<file path="config.mk">
export PLATFORM = sky130hd
export DESIGN_NAME = stereo_alc
export DESIGN_NICKNAME = d
export VERILOG_FILES = /design/src/rtl/stereo_alc.sv
export SDC_FILE = /design/constraint.sdc
export NUM_CORES = 1
export LEC_CHECK = 0
export ABC_AREA = 1
export BUFFER_PORTS_ARGS = -buffer_cell sky130_fd_sc_hd__buf_4
export CAP_MARGIN = 30
export CORE_ASPECT_RATIO = 1.75
export CORE_MARGIN = 2
export CORE_UTILIZATION = 56
export DETAILED_ROUTE_END_ITERATION = 12
export GPL_TIMING_DRIVEN = 0
export PLACE_DENSITY = 0.77
export SLEW_MARGIN = 20
export SYNTH_ARGS = -nofsm -noshare
export SYNTH_HDL_FRONTEND = slang
export SYNTH_SLANG_ARGS = --single-unit
</file>
<file path="constraint.sdc">
create_clock -name clk -period 3.8 [get_ports clk]
set_input_delay 0.76 -clock clk [delete_from_list [all_inputs] [get_ports clk]]
set_output_delay 0.76 -clock clk [all_outputs]
set_load 0.05 [all_outputs]
</file>
<file path="src/rtl/stereo_alc.sv">
module stereo_alc #(
  parameter int W          = 16,
  parameter int DET0       = 20000,
  parameter int RST0       = 16800,
  parameter int DET1       = 14000,
  parameter int RST1       = 11800,
  parameter int LIM_BASE   = 2,
  parameter int REC_BASE   = 8,
  parameter int FAST_SHIFT = 2
) (
  input  logic         clk,
  input  logic         rst_n,
  input  logic         smp_valid,
  input  logic [W-1:0] smp_l,
  input  logic [W-1:0] smp_r,
  input  logic [5:0]   ctrl,
  input  logic [1:0]   lim_per_zc,
  input  logic [1:0]   lim_per_imm,
  input  logic [1:0]   rec_per,
  input  logic [7:0]   ref_code,
  output logic [7:0]   gain_l,
  output logic [7:0]   gain_r
);
  localparam int LCW = $clog2(LIM_BASE * 8 + 1);
  localparam int RCW = $clog2(REC_BASE * 8 + 1);
  localparam logic [W-1:0] D0 = W'(DET0);
  localparam logic [W-1:0] Q0 = W'(RST0);
  localparam logic [W-1:0] D1 = W'(DET1);
  localparam logic [W-1:0] Q1 = W'(RST1);

  function automatic logic [W-1:0] mag(input logic [W-1:0] s);
    return s[W-1] ? (~s + 1'b1) : s;
  endfunction

  function automatic logic [7:0] nxt(input logic [7:0] c, input logic lim, input logic rec,
                                     input logic [1:0] dn, input logic [1:0] up, input logic [7:0] rf);
    logic [8:0] s;
    s = {1'b0, c} + {7'd0, up};
    if (lim)                nxt = (c < {6'd0, dn}) ? 8'd0 : c - {6'd0, dn};
    else if (rec && c < rf) nxt = (s > {1'b0, rf}) ? rf : s[7:0];
    else                    nxt = c;
  endfunction

  wire en = ctrl[4];
  wire zc_off = ctrl[5];

  logic [7:0]     tgt_l, tgt_r;
  logic [LCW-1:0] lc;
  logic [RCW-1:0] rc, zt_l, zt_r;
  logic [1:0]     run;
  logic           imp, seen, sgn_l, sgn_r;

  wire [W-1:0] ml = mag(smp_l);
  wire [W-1:0] mr = mag(smp_r);
  wire [W-1:0] det = ctrl[2] ? D1 : D0;
  wire [W-1:0] rlv = ctrl[2] ? Q1 : Q0;
  wire over  = (ml > det) || (mr > det);
  wire quiet = (ml <= rlv) && (mr <= rlv);

  wire [LCW-1:0] lim_len  = LCW'(LIM_BASE) << (zc_off ? lim_per_imm : lim_per_zc);
  wire [RCW-1:0] rec_len  = RCW'(REC_BASE) << rec_per;
  wire [RCW-1:0] fast_raw = rec_len >> FAST_SHIFT;
  wire [RCW-1:0] fast_len = (fast_raw == '0) ? RCW'(1) : fast_raw;
  wire [RCW-1:0] rec_eff  = (ctrl[3] && imp) ? fast_len : rec_len;

  wire lim_ev = en && smp_valid && over && (lc == '0);
  wire rec_ev = en && smp_valid && quiet && (rc >= rec_eff - 1'b1) && !lim_ev;

  wire [1:0] dn = ctrl[0] ? 2'd2 : 2'd1;
  wire [1:0] up = ctrl[1] ? 2'd2 : 2'd1;
  wire [7:0] tn_l = nxt(tgt_l, lim_ev, rec_ev, dn, up, ref_code);
  wire [7:0] tn_r = nxt(tgt_r, lim_ev, rec_ev, dn, up, ref_code);

  wire pend_l = tgt_l != gain_l;
  wire pend_r = tgt_r != gain_r;
  wire to_l = pend_l && (zt_l >= rec_len - 1'b1);
  wire to_r = pend_r && (zt_r >= rec_len - 1'b1);
  wire apply_l = zc_off || (smp_valid && ((seen && smp_l[W-1] != sgn_l) || to_l));
  wire apply_r = zc_off || (smp_valid && ((seen && smp_r[W-1] != sgn_r) || to_r));

  always_ff @(posedge clk or negedge rst_n) begin
    if (!rst_n) begin
      {tgt_l, tgt_r, gain_l, gain_r} <= '0;
      {lc, rc, zt_l, zt_r, run} <= '0;
      {imp, seen, sgn_l, sgn_r} <= '0;
    end else if (!en) begin
      tgt_l <= ref_code;  tgt_r <= ref_code;
      gain_l <= ref_code; gain_r <= ref_code;
      {lc, rc, zt_l, zt_r, run} <= '0;
      {imp, seen} <= '0;
    end else begin
      tgt_l <= tn_l;
      tgt_r <= tn_r;
      if (apply_l) gain_l <= tn_l;
      if (apply_r) gain_r <= tn_r;
      if (smp_valid) begin
        seen  <= 1'b1;
        sgn_l <= smp_l[W-1];
        sgn_r <= smp_r[W-1];
        lc <= lim_ev ? lim_len : (lc != '0 ? lc - 1'b1 : lc);
        rc <= (!quiet || rec_ev) ? '0 : rc + 1'b1;
        if (!quiet) begin
          run <= (run == 2'd2) ? run : run + 1'b1;
          imp <= 1'b0;
        end else begin
          if (run == 2'd1) imp <= 1'b1;
          run <= '0;
        end
        zt_l <= (apply_l || !pend_l) ? '0 : zt_l + 1'b1;
        zt_r <= (apply_r || !pend_r) ? '0 : zt_r + 1'b1;
      end
    end
  end

  assert_ceiling_R6: assert property (@(posedge clk) disable iff (!rst_n)
    (tgt_l > $past(tgt_l)) |-> (tgt_l <= $past(ref_code)));
  assert_att_step_R3: assert property (@(posedge clk) disable iff (!rst_n)
    ($past(ctrl[4]) && tgt_r < $past(tgt_r)) |-> (($past(tgt_r) - tgt_r) <= 8'd2));
  assert_bypass_R1: assert property (@(posedge clk) disable iff (!rst_n)
    !ctrl[4] |=> (gain_l == $past(ref_code) && gain_r == $past(ref_code)));
  assert_immediate_R10: assert property (@(posedge clk) disable iff (!rst_n)
    ctrl[5] |=> (gain_l == tgt_l && gain_r == tgt_r));
  assert_spacing_R4: assert property (@(posedge clk) disable iff (!rst_n)
    (ctrl[4] && lc != '0) |=> (tgt_l >= $past(tgt_l)));
endmodule

</file>
==> impl_metrics.env, run 1 <==
export IMPL_period_share=0.955
export IMPL_min_path_type="input port to async pin"
export IMPL_avgSynthCellArea_um2=6.76
export IMPL_ir_drop_mv=0.359
export IMPL_via_count=7609
export IMPL_cts_sinks=64
export IMPL_num_fill_cells=1208
export IMPL_ios=71
export IMPL_synth_cells=1070
export IMPL_met2_usage=0.616
export IMPL_die_w_um=89.9
export IMPL_dp_cells=1310
export IMPL_die_h_um=154
export IMPL_cp_arrival_ps=3850
export IMPL_grt_max_degree=65
export IMPL_worstReg2RegStart="tgt_l[1]$_DFF_PN0_"
export IMPL_critical_path_max_fanout=7
export IMPL_layout_commonest_cell="nand2_1"
export IMPL_ys_types=51
export IMPL_clk_path_buf_depth=2
export IMPL_multiInputGateArea_um2=5130
export IMPL_htree_levels=3
export IMPL_drv_slew=0
export IMPL_cts_tree="done"
export IMPL_regArea_um2=1600
export IMPL_leakagePower_uw=0.00450
export IMPL_gp_congestion=0.970
export IMPL_ys_warn_count=0
export IMPL_dpl_hpwl_mm=17.1
export IMPL_antenna_violating_nets_post_route=0
export IMPL_min_period_ps=3630
export IMPL_final_nets=1308
export IMPL_grt_pass1_vias=7429
export IMPL_use_met3=0.0341
export IMPL_grtUsageMet1=0.289
export IMPL_worstSkewPairLatency_ps=340
export IMPL_total_power_uw=3280
export IMPL_clock_skew_ps=7.54
export IMPL_worstMarginPinSlew_ps=973
export IMPL_path_class="input port to flip-flop"
export IMPL_ys_ff_latch=64
export IMPL_first_pass_iters=8
export IMPL_die_area_um2=13900
export IMPL_row_count=55
export IMPL_cts_made_buffers=9
export IMPL_initial_core_util=0.565
export IMPL_cellPowerDensity_nw_per_um2=383
export IMPL_fin_cells=1337
export IMPL_busiest_layer="met2"
export IMPL_cap_violations=0
export IMPL_max_freq_mhz=276
export IMPL_place_area_um2=7960
export IMPL_fin_tns_setup_ps=0
export IMPL_drt_iter0_markers=410
export IMPL_layout_drive_gt1_share=0.153
export IMPL_io_buffers=68
export IMPL_synth_area_um2=7230
export IMPL_fp_coreArea_um2=12800
export IMPL_drc=0
export IMPL_end_kind="flip-flop"
export IMPL_clk_pin_slew_ps=60
export IMPL_crit_start="ctrl[1]"
export IMPL_postCtsHoldBufs=0
export IMPL_postLayoutCellArea_um2=8560
export IMPL_gr_usage_all_layers=0.311
export IMPL_layout_setup_ws_ps=170
export IMPL_clockRootBuffer="clkbuf_16"
export IMPL_startpoint_type="input port"
export IMPL_final_cell_mix="nand2_1, inv_1, nand3_1"
export IMPL_setup_viol=0
export IMPL_grt_overflow=0
export IMPL_antenna_found_initial=0
export IMPL_area_delta_synth_final_pct=18.4
export IMPL_slew_headroom=0.349
export IMPL_dp_slack_ps=-566
export IMPL_hold_viol=0
export IMPL_grt_pass1_wl_mm=34.6
export IMPL_wl_per_cell_um=16.2
export IMPL_vias_per_cell=5.69
export IMPL_outcome="completed"
export IMPL_wl_mm=21.7
export IMPL_n_antenna_cell=0
export IMPL_worstPathRequired_ps=4020
export IMPL_seq_area_frac_synth=0.221
-- repair_timing --
item / in CTS / in global routing
buffers inserted: 0 / 11
pin swaps: 0 / 15
cloned: 0 / 2
resized for setup: 6 / 43
endpoints found under the setup margin: 15 / 33
-- per-stage QoR --
step / util / hold slack [ps]
CTS: 0.649 / 522
global placement: 0.622 / 497
global route: 0.669 / 550
finish: 0.669 / 496
floorplan: - / 464
detailed placement: 0.622 / 506
-- sequential cells by signal (all words and copies together), names as in the netlist --
register  cells
imp           1
zt_r          7
gain_r        8
sgn_l         1
sgn_r         1
rc            7
zt_l          7
tgt_r         8
run           2
seen          1
tgt_l         8
gain_l        8
lc            5
-- worst max-delay path, cell delays in order --
cell	delay (ps)
buf_4	140
inv_1	70
ha_2	200
fa_2	410
nand4_1	140
nor2_2	70
xor2_1	250
ha_1	310
a21oi_1	140
nand2_1	60
o21ai_0	140
inv_1	100
o22ai_4	220
nand2_2	160
o21ai_1	200
nand3_1	100
nand3_1	140
nand3_2	100
nand2_1	70
nand2_1	60
-- where the power goes --
group	leakage [uW]	total, uW	switching [uW]	internal [uW]
logic	0.00353	1460	927	538
clock network	0.000157	915	334	581
registers	0.000823	897	122	774
-- layer usage --
layer / routed length, um / up-vias
met4: 1830 / 0
met3: 725 / 120
met2: 11800 / 283
met5: 0 / -
met1: 7330 / 3480
li1: - / 3726
-- worst paths after layout --
check                                        end  depth (start not counted)  slack (ps)
max                        gain_r[2]$_DFFE_PN0P_                         20         170
min                          zt_l[5]$_DFFE_PN0P_                          1         500
max reg2reg                gain_l[0]$_DFFE_PN0P_                         21         230
min reg2reg                   run[1]$_DFFE_PN0P_                          2         520
max in group asynchronous  gain_r[7]$_DFFE_PN0P_                          1        2730
min in group clk              run[1]$_DFFE_PN0P_                          2         520
-- kinds of logic after synthesis --
| logic type | synth area share |
|---|---|
| AOI/OAI and AO/OA | 0.144 |
| xor gates and xnor gates | 0.0557 |
| adders and majority gates | 0.163 |
| buffers and inverters | 0.0944 |
| DFF | 0.221 |
| other | 0.000518 |
| and+or+nand+nor | 0.320 |
-- final cells by class --
cell class,count,share of cell area
multi-input combinational,834,0.599
sequential,64,0.187
clock buffer,9,0.0263
inverter,152,0.0666
clock inverter,7,0.0120
tap,171,0.0250
timing repair buffer,80,0.0713
buffer,20,0.0131
-- cells in the mapped netlist, drive strengths merged --
cell / number / area share
and3: 3 / 0.0026
a21oi: 52 / 0.043
o211ai: 4 / 0.0042
nor4: 2 / 0.0017
clkbuf: 15 / 0.0078
o31ai: 3 / 0.0031
ha: 88 / 0.15
a31oi: 3 / 0.0026
inv: 151 / 0.078
a22oi: 1 / 0.0017
conb: 1 / 0.00052
and3b: 1 / 0.0012
o21ai: 78 / 0.055
nor3: 10 / 0.0076
a32oi: 1 / 0.0012
buf: 7 / 0.0078
a21boi: 3 / 0.0031
o21a: 1 / 0.0010
nand3b: 4 / 0.0059
a22o: 1 / 0.0012
nand4: 24 / 0.024
or4: 2 / 0.0021
o2111ai: 2 / 0.0024
o22ai: 6 / 0.0052
xnor2: 16 / 0.019
xor2: 30 / 0.036
nand3: 107 / 0.077
o21bai: 7 / 0.0073
dfrtp: 64 / 0.22
or2: 1 / 0.00087
a32o: 5 / 0.0069
nor2: 91 / 0.052
a211oi: 2 / 0.0021
nand2: 275 / 0.15
fa: 4 / 0.011
a21o: 4 / 0.0042
clkinv: 1 / 0.00052
Note: power is estimated with default switching activity, not from simulation.
==> run 2, diff against run 1 <==
--- a/config.mk
+++ b/config.mk
@@ -14,7 +14,6 @@
 export DETAILED_ROUTE_END_ITERATION = 12
 export GPL_TIMING_DRIVEN = 0
 export PLACE_DENSITY = 0.77
-export SLEW_MARGIN = 20
 export SYNTH_ARGS = -nofsm -noshare
 export SYNTH_HDL_FRONTEND = slang
 export SYNTH_SLANG_ARGS = --single-unit
==> constraint.sdc (replaced) <==
create_clock -name clk -period 4.5 [get_ports clk]
set_input_delay 0.225 -clock clk [delete_from_list [all_inputs] [get_ports clk]]
set_output_delay 0.225 -clock clk [all_outputs]
set_load 0.05 [all_outputs]
==> impl_metrics.env, run 2 (synthesis gave the netlist of run 1 again) <==
export IMPL_outcome="complete, but fails checks"
export IMPL_violations="hold timing"
export IMPL_r2r_end="gain_r[1]$_DFFE_PN0P_"
export IMPL_fin_tns_setup_ps=0
export IMPL_postCtsHoldBufs=0
export IMPL_combinationalPowerShare=0.429
export IMPL_clk_path_buf_depth=2
export IMPL_path_class="flip-flop to flip-flop"
export IMPL_cts_tree="done"
export IMPL_final_cell_mix="nand2_1, inv_1, nand3_1"
export IMPL_cts_resized=0
export IMPL_place_area_um2=7960
export IMPL_grt_pass1_vias=7431
export IMPL_die_w_um=89.9
export IMPL_dpl_hpwl_mm=17.1
export IMPL_wl_per_cell_um=16.0
export IMPL_gr_usage_all_layers=0.310
export IMPL_worstReg2RegStart="tgt_r[0]$_DFF_PN0_"
export IMPL_antenna_found_initial=0
export IMPL_p_sw_uw=1130
export IMPL_max_freq_mhz=252
export IMPL_vias_per_cell=5.60
export IMPL_hold_viol=21
export IMPL_grt_max_degree=65
export IMPL_setup_viol=0
export IMPL_cp_endpoint="gain_r[1]$_DFFE_PN0P_"
export IMPL_drt_iter0_markers=361
export IMPL_end_kind="flip-flop"
export IMPL_clock_skew_ps=6.46
export IMPL_final_nets=1297
export IMPL_min_period_ps=3970
export IMPL_critical_path_max_fanout=10
export IMPL_min_path_type="input port to async pin"
export IMPL_antenna_violating_nets_post_route=0
export IMPL_holdWs_ps=-11.7
export IMPL_slew_headroom=0.349
export IMPL_worstPathRequired_ps=4720
export IMPL_n_antenna_cell=0
export IMPL_drc=0
export IMPL_reg2reg_slack_ps=530
export IMPL_rr_worst_depth=22
export IMPL_crit_start="tgt_r[0]$_DFF_PN0_"
export IMPL_ir_drop_mv=0.296
export IMPL_rsz0062_at_grt="no"
export IMPL_drv_slew=0
export IMPL_grt_pass1_wl_mm=34.6
export IMPL_fp_coreArea_um2=12800
export IMPL_first_pass_iters=5
export IMPL_p_int_uw=1550
export IMPL_seqPwrFrac=0.281
export IMPL_worstSkewPairLatency_ps=340
export IMPL_die_area_um2=13900
export IMPL_clockRootBuffer="clkbuf_16"
export IMPL_cap_violations=0
export IMPL_ios=71
export IMPL_worstMarginPinSlew_ps=974
export IMPL_cts_sinks=64
export IMPL_postLayoutCellArea_um2=8290
export IMPL_gp_congestion=0.970
export IMPL_cp_arrival_ps=4190
export IMPL_p_sw_frac=0.421
export IMPL_die_h_um=154
export IMPL_cts_made_buffers=9
export IMPL_htree_levels=3
export IMPL_layout_drive_gt1_share=0.115
export IMPL_startpoint_type="flip-flop"
export IMPL_clockPowerShare=0.290
export IMPL_leakagePower_uw=0.00442
export IMPL_clk_pin_slew_ps=60
export IMPL_cts_setup_buffers=0
export IMPL_period_share=0.882
export IMPL_io_buffers=68
export IMPL_grt_overflow=0
export IMPL_row_count=55
export IMPL_area_delta_synth_final_pct=14.6
export IMPL_layout_commonest_cell="nand2_1"
export IMPL_cellPowerDensity_nw_per_um2=323
export IMPL_wl_mm=21.2
export IMPL_initial_core_util=0.565
export IMPL_via_count=7421
## run 2: cell count changes in the layout (fill, tap and decap cells not counted), sizes merged
cell / previous run / this run
buf: 88 / 75
clkbuf: 21 / 24
nand2: 276 / 275
## run 2: per-stage QoR
stage | util | power, uW | setup WS, ps | hold slack [ps] | instances
2_1_floorplan | - | 1540 | 1370 | -70.6 | 1071
3_3_place_gp | 0.622 | 1870 | 657 | 371 | 1310
3_5_place_dp | 0.622 | 1900 | 640 | 372 | 1310
4_1_cts | 0.648 | 2670 | 611 | 20.0 | 1326
5_1_grt | 0.648 | 2850 | 289 | 61.4 | 1326
6_report | 0.648 | 2680 | 532 | -11.7 | 1326
## run 2: worst min path at each step
stage,startpoint,end,slack (ps)
global route,rst_n,zt_l[5]$_DFFE_PN0P_,60
floorplan,rst_n,gain_l[0]$_DFFE_PN0P_,-70
finish,rst_n,zt_l[5]$_DFFE_PN0P_,-10
global placement,rst_n,zt_l[5]$_DFFE_PN0P_,370
detailed placement,rst_n,zt_l[5]$_DFFE_PN0P_,370
CTS,rst_n,zt_l[5]$_DFFE_PN0P_,20
## run 2: per-layer routing
metal | routed length (um) | GRT usage | vias up
li1 | - | - | 3708
met1 | 7270 | 0.289 | 3394
met2 | 11600 | 0.614 | 212
met3 | 691 | 0.0346 | 107
met4 | 1630 | 0.222 | 0
met5 | 0 | 0 | -
## run 2: worst max-delay path, cell delays in order (launching register included)
cell	delay, ps
dfrtp_1	470
ha_1	250
fa_1	430
nand3_1	100
nand2_1	50
nand2_1	140
inv_1	60
ha_1	280
a21oi_1	130
o21ai_0	100
nand3_1	70
nand2_1	50
o21ai_0	140
inv_1	50
o22ai_1	200
nand2_1	200
clkbuf_1	240
o21ai_0	300
nand3_1	180
nand3_1	130
nand3_1	120
nand2_1	80
nand2_1	60
## run 2: power groups by stage
| stage | Sequential (uW) | Clock [uW] | Combinational (uW) |
|---|---|---|---|
| after detailed placement | 757 | 0 | 1140 |
| after CTS | 748 | 776 | 1150 |
| final | 752 | 777 | 1150 |
| after global routing | 759 | 800 | 1290 |
| after floorplan | 817 | 0 | 726 |
| after global placement | 756 | 0 | 1120 |
## run 2: cell type report
| class | instances | area (um2) |
|---|---|---|
| buffer | 22 | 113 |
| clock buffer | 9 | 225 |
| clock inverter | 7 | 103 |
| fill | 1238 | 4510 |
| inverter | 152 | 571 |
| multi-input combinational | 833 | 4950 |
| sequential | 64 | 1600 |
| tap | 171 | 214 |
| timing repair buffer | 68 | 510 |
==> run 3, diff against run 2 <==
--- a/config.mk
+++ b/config.mk
@@ -14,6 +14,7 @@
 export DETAILED_ROUTE_END_ITERATION = 12
 export GPL_TIMING_DRIVEN = 0
 export PLACE_DENSITY = 0.77
+export RECOVER_POWER = 25
 export SYNTH_ARGS = -nofsm -noshare
 export SYNTH_HDL_FRONTEND = slang
 export SYNTH_SLANG_ARGS = --single-unit
==> impl_metrics.env, run 3 (synthesis gave the netlist of run 1 again) <==
export IMPL_antenna_violating_nets_post_route=0
export IMPL_critical_path_max_fanout=10
export IMPL_cts_sinks=64
export IMPL_via_count=7418
export IMPL_grt_overflow=0
export IMPL_cp_endpoint="gain_r[1]$_DFFE_PN0P_"
export IMPL_vias_per_cell=5.59
export IMPL_final_nets=1297
export IMPL_die_w_um=89.9
export IMPL_leakagePower_uw=0.00441
export IMPL_violations="capacitance limit, slew limit"
export IMPL_grt_pass1_vias=7431
export IMPL_crit_start="tgt_r[0]$_DFF_PN0_"
export IMPL_fin_cells=1326
export IMPL_num_fill_cells=1238
export IMPL_clk_path_buf_depth=2
export IMPL_die_h_um=154
export IMPL_clk_pin_slew_ps=60
export IMPL_drv_slew=65
export IMPL_fin_tns_setup_ps=0
export IMPL_period_share=0.882
export IMPL_holdWs_ps=193
export IMPL_startpoint_type="flip-flop"
export IMPL_gp_congestion=0.970
export IMPL_dpl_hpwl_mm=17.1
export IMPL_grt_max_degree=65
export IMPL_worstMarginPinSlew_ps=3470
export IMPL_drt_iter0_markers=361
export IMPL_postCtsHoldBufs=0
export IMPL_ir_drop_mv=0.296
export IMPL_min_path_type="input port to flip-flop"
export IMPL_fp_coreArea_um2=12800
export IMPL_wl_mm=21.2
export IMPL_rr_worst_depth=22
export IMPL_io_buffers=68
export IMPL_outcome="complete, but fails checks"
export IMPL_antenna_found_initial=0
export IMPL_cap_violations=1
export IMPL_cts_setup_buffers=0
export IMPL_cts_tree="done"
export IMPL_slew_headroom=-1.31
export IMPL_first_pass_iters=5
export IMPL_cts_resized=0
export IMPL_initial_core_util=0.565
export IMPL_area_delta_synth_final_pct=14.5
export IMPL_dp_slack_ps=640
export IMPL_layout_drive_gt1_share=0.114
export IMPL_setup_viol=0
export IMPL_cts_made_buffers=9
export IMPL_reg2reg_slack_ps=530
export IMPL_worstPathRequired_ps=4720
export IMPL_layout_setup_ws_ps=532
export IMPL_grt_pass1_wl_mm=34.6
export IMPL_end_kind="flip-flop"
export IMPL_rsz0062_at_grt="no"
export IMPL_hold_viol=0
export IMPL_cellPowerDensity_nw_per_um2=323
export IMPL_clockRootBuffer="clkbuf_16"
export IMPL_htree_levels=3
export IMPL_ios=71
export IMPL_n_antenna_cell=0
export IMPL_gr_usage_all_layers=0.310
export IMPL_path_class="flip-flop to flip-flop"
export IMPL_wl_per_cell_um=16.0
export IMPL_min_period_ps=3970
export IMPL_max_freq_mhz=252
export IMPL_drc=0
export IMPL_worstReg2RegStart="tgt_r[0]$_DFF_PN0_"
export IMPL_worstSkewPairLatency_ps=340
export IMPL_dp_cells=1310
export IMPL_die_area_um2=13900
export IMPL_layout_commonest_cell="nand2_1"
export IMPL_clock_skew_ps=6.46
export IMPL_row_count=55
export IMPL_cp_arrival_ps=4190
export IMPL_r2r_end="gain_r[1]$_DFFE_PN0P_"
export IMPL_final_cell_mix="nand2_1, inv_1, nand3_1"
run 3: changes by cell type in the layout (fill, tap and decap cells not counted):
cell / before / now
buf_4: 72 / 71
clkbuf_1: 15 / 16
run 3: critical path, cell delays in order (launching register included):
cell,delay [ps]
dfrtp_1,470
ha_1,250
fa_1,430
nand3_1,100
nand2_1,50
nand2_1,140
inv_1,60
ha_1,280
a21oi_1,130
o21ai_0,100
nand3_1,70
nand2_1,50
o21ai_0,140
inv_1,50
o22ai_1,200
nand2_1,200
clkbuf_1,240
o21ai_0,300
nand3_1,180
nand3_1,130
nand3_1,120
nand2_1,80
nand2_1,60
run 3: worst min-delay path by stage:
stage                start                     to  slack, ps  cells past startpoint
3_5_place_dp         rst_n    zt_l[5]$_DFFE_PN0P_        370                      1
2_1_floorplan        rst_n  gain_l[0]$_DFFE_PN0P_        -70                      0
4_1_cts              rst_n    zt_l[5]$_DFFE_PN0P_         20                      1
3_3_place_gp         rst_n    zt_l[5]$_DFFE_PN0P_        370                      1
6_report       ref_code[2]     tgt_r[2]$_DFF_PN0_        190                      3
5_1_grt        ref_code[2]     tgt_r[2]$_DFF_PN0_        210                      3
run 3: layer usage:
| metal | wire [um] | GRT usage |
|---|---|---|
| met1 | 7250 | 0.289 |
| met2 | 11700 | 0.614 |
| met3 | 696 | 0.0346 |
| met4 | 1630 | 0.222 |
| met5 | 0 | 0 |
run 3: layout make-up:
type | count | area [um2] | share of cell area
clock buffers | 9 | 225 | 0.0272
flip-flops and latches | 64 | 1600 | 0.193
plain buffers | 22 | 113 | 0.0136
repair buffers | 68 | 507 | 0.0612
clock inverters | 7 | 103 | 0.0124
well taps | 171 | 214 | 0.0258
inverters | 152 | 571 | 0.0689
multi-input cells | 833 | 4950 | 0.598
run 3: per-stage QoR:
stage | util | instance area, um2 | power [uW]
final | 0.647 | 8290 | 2680
after global routing | 0.647 | 8290 | 2850
after CTS | 0.648 | 8290 | 2670
after detailed placement | 0.622 | 7960 | 1900
after global placement | 0.622 | 7960 | 1870
after floorplan | - | 7240 | 1540
run 3: power by group:
part	leakage, uW	switching [uW]	total [uW]	internal, uW
Clock	0.000157	287	777	491
Combinational	0.00344	743	1150	403
Sequential	0.000823	97.8	752	654
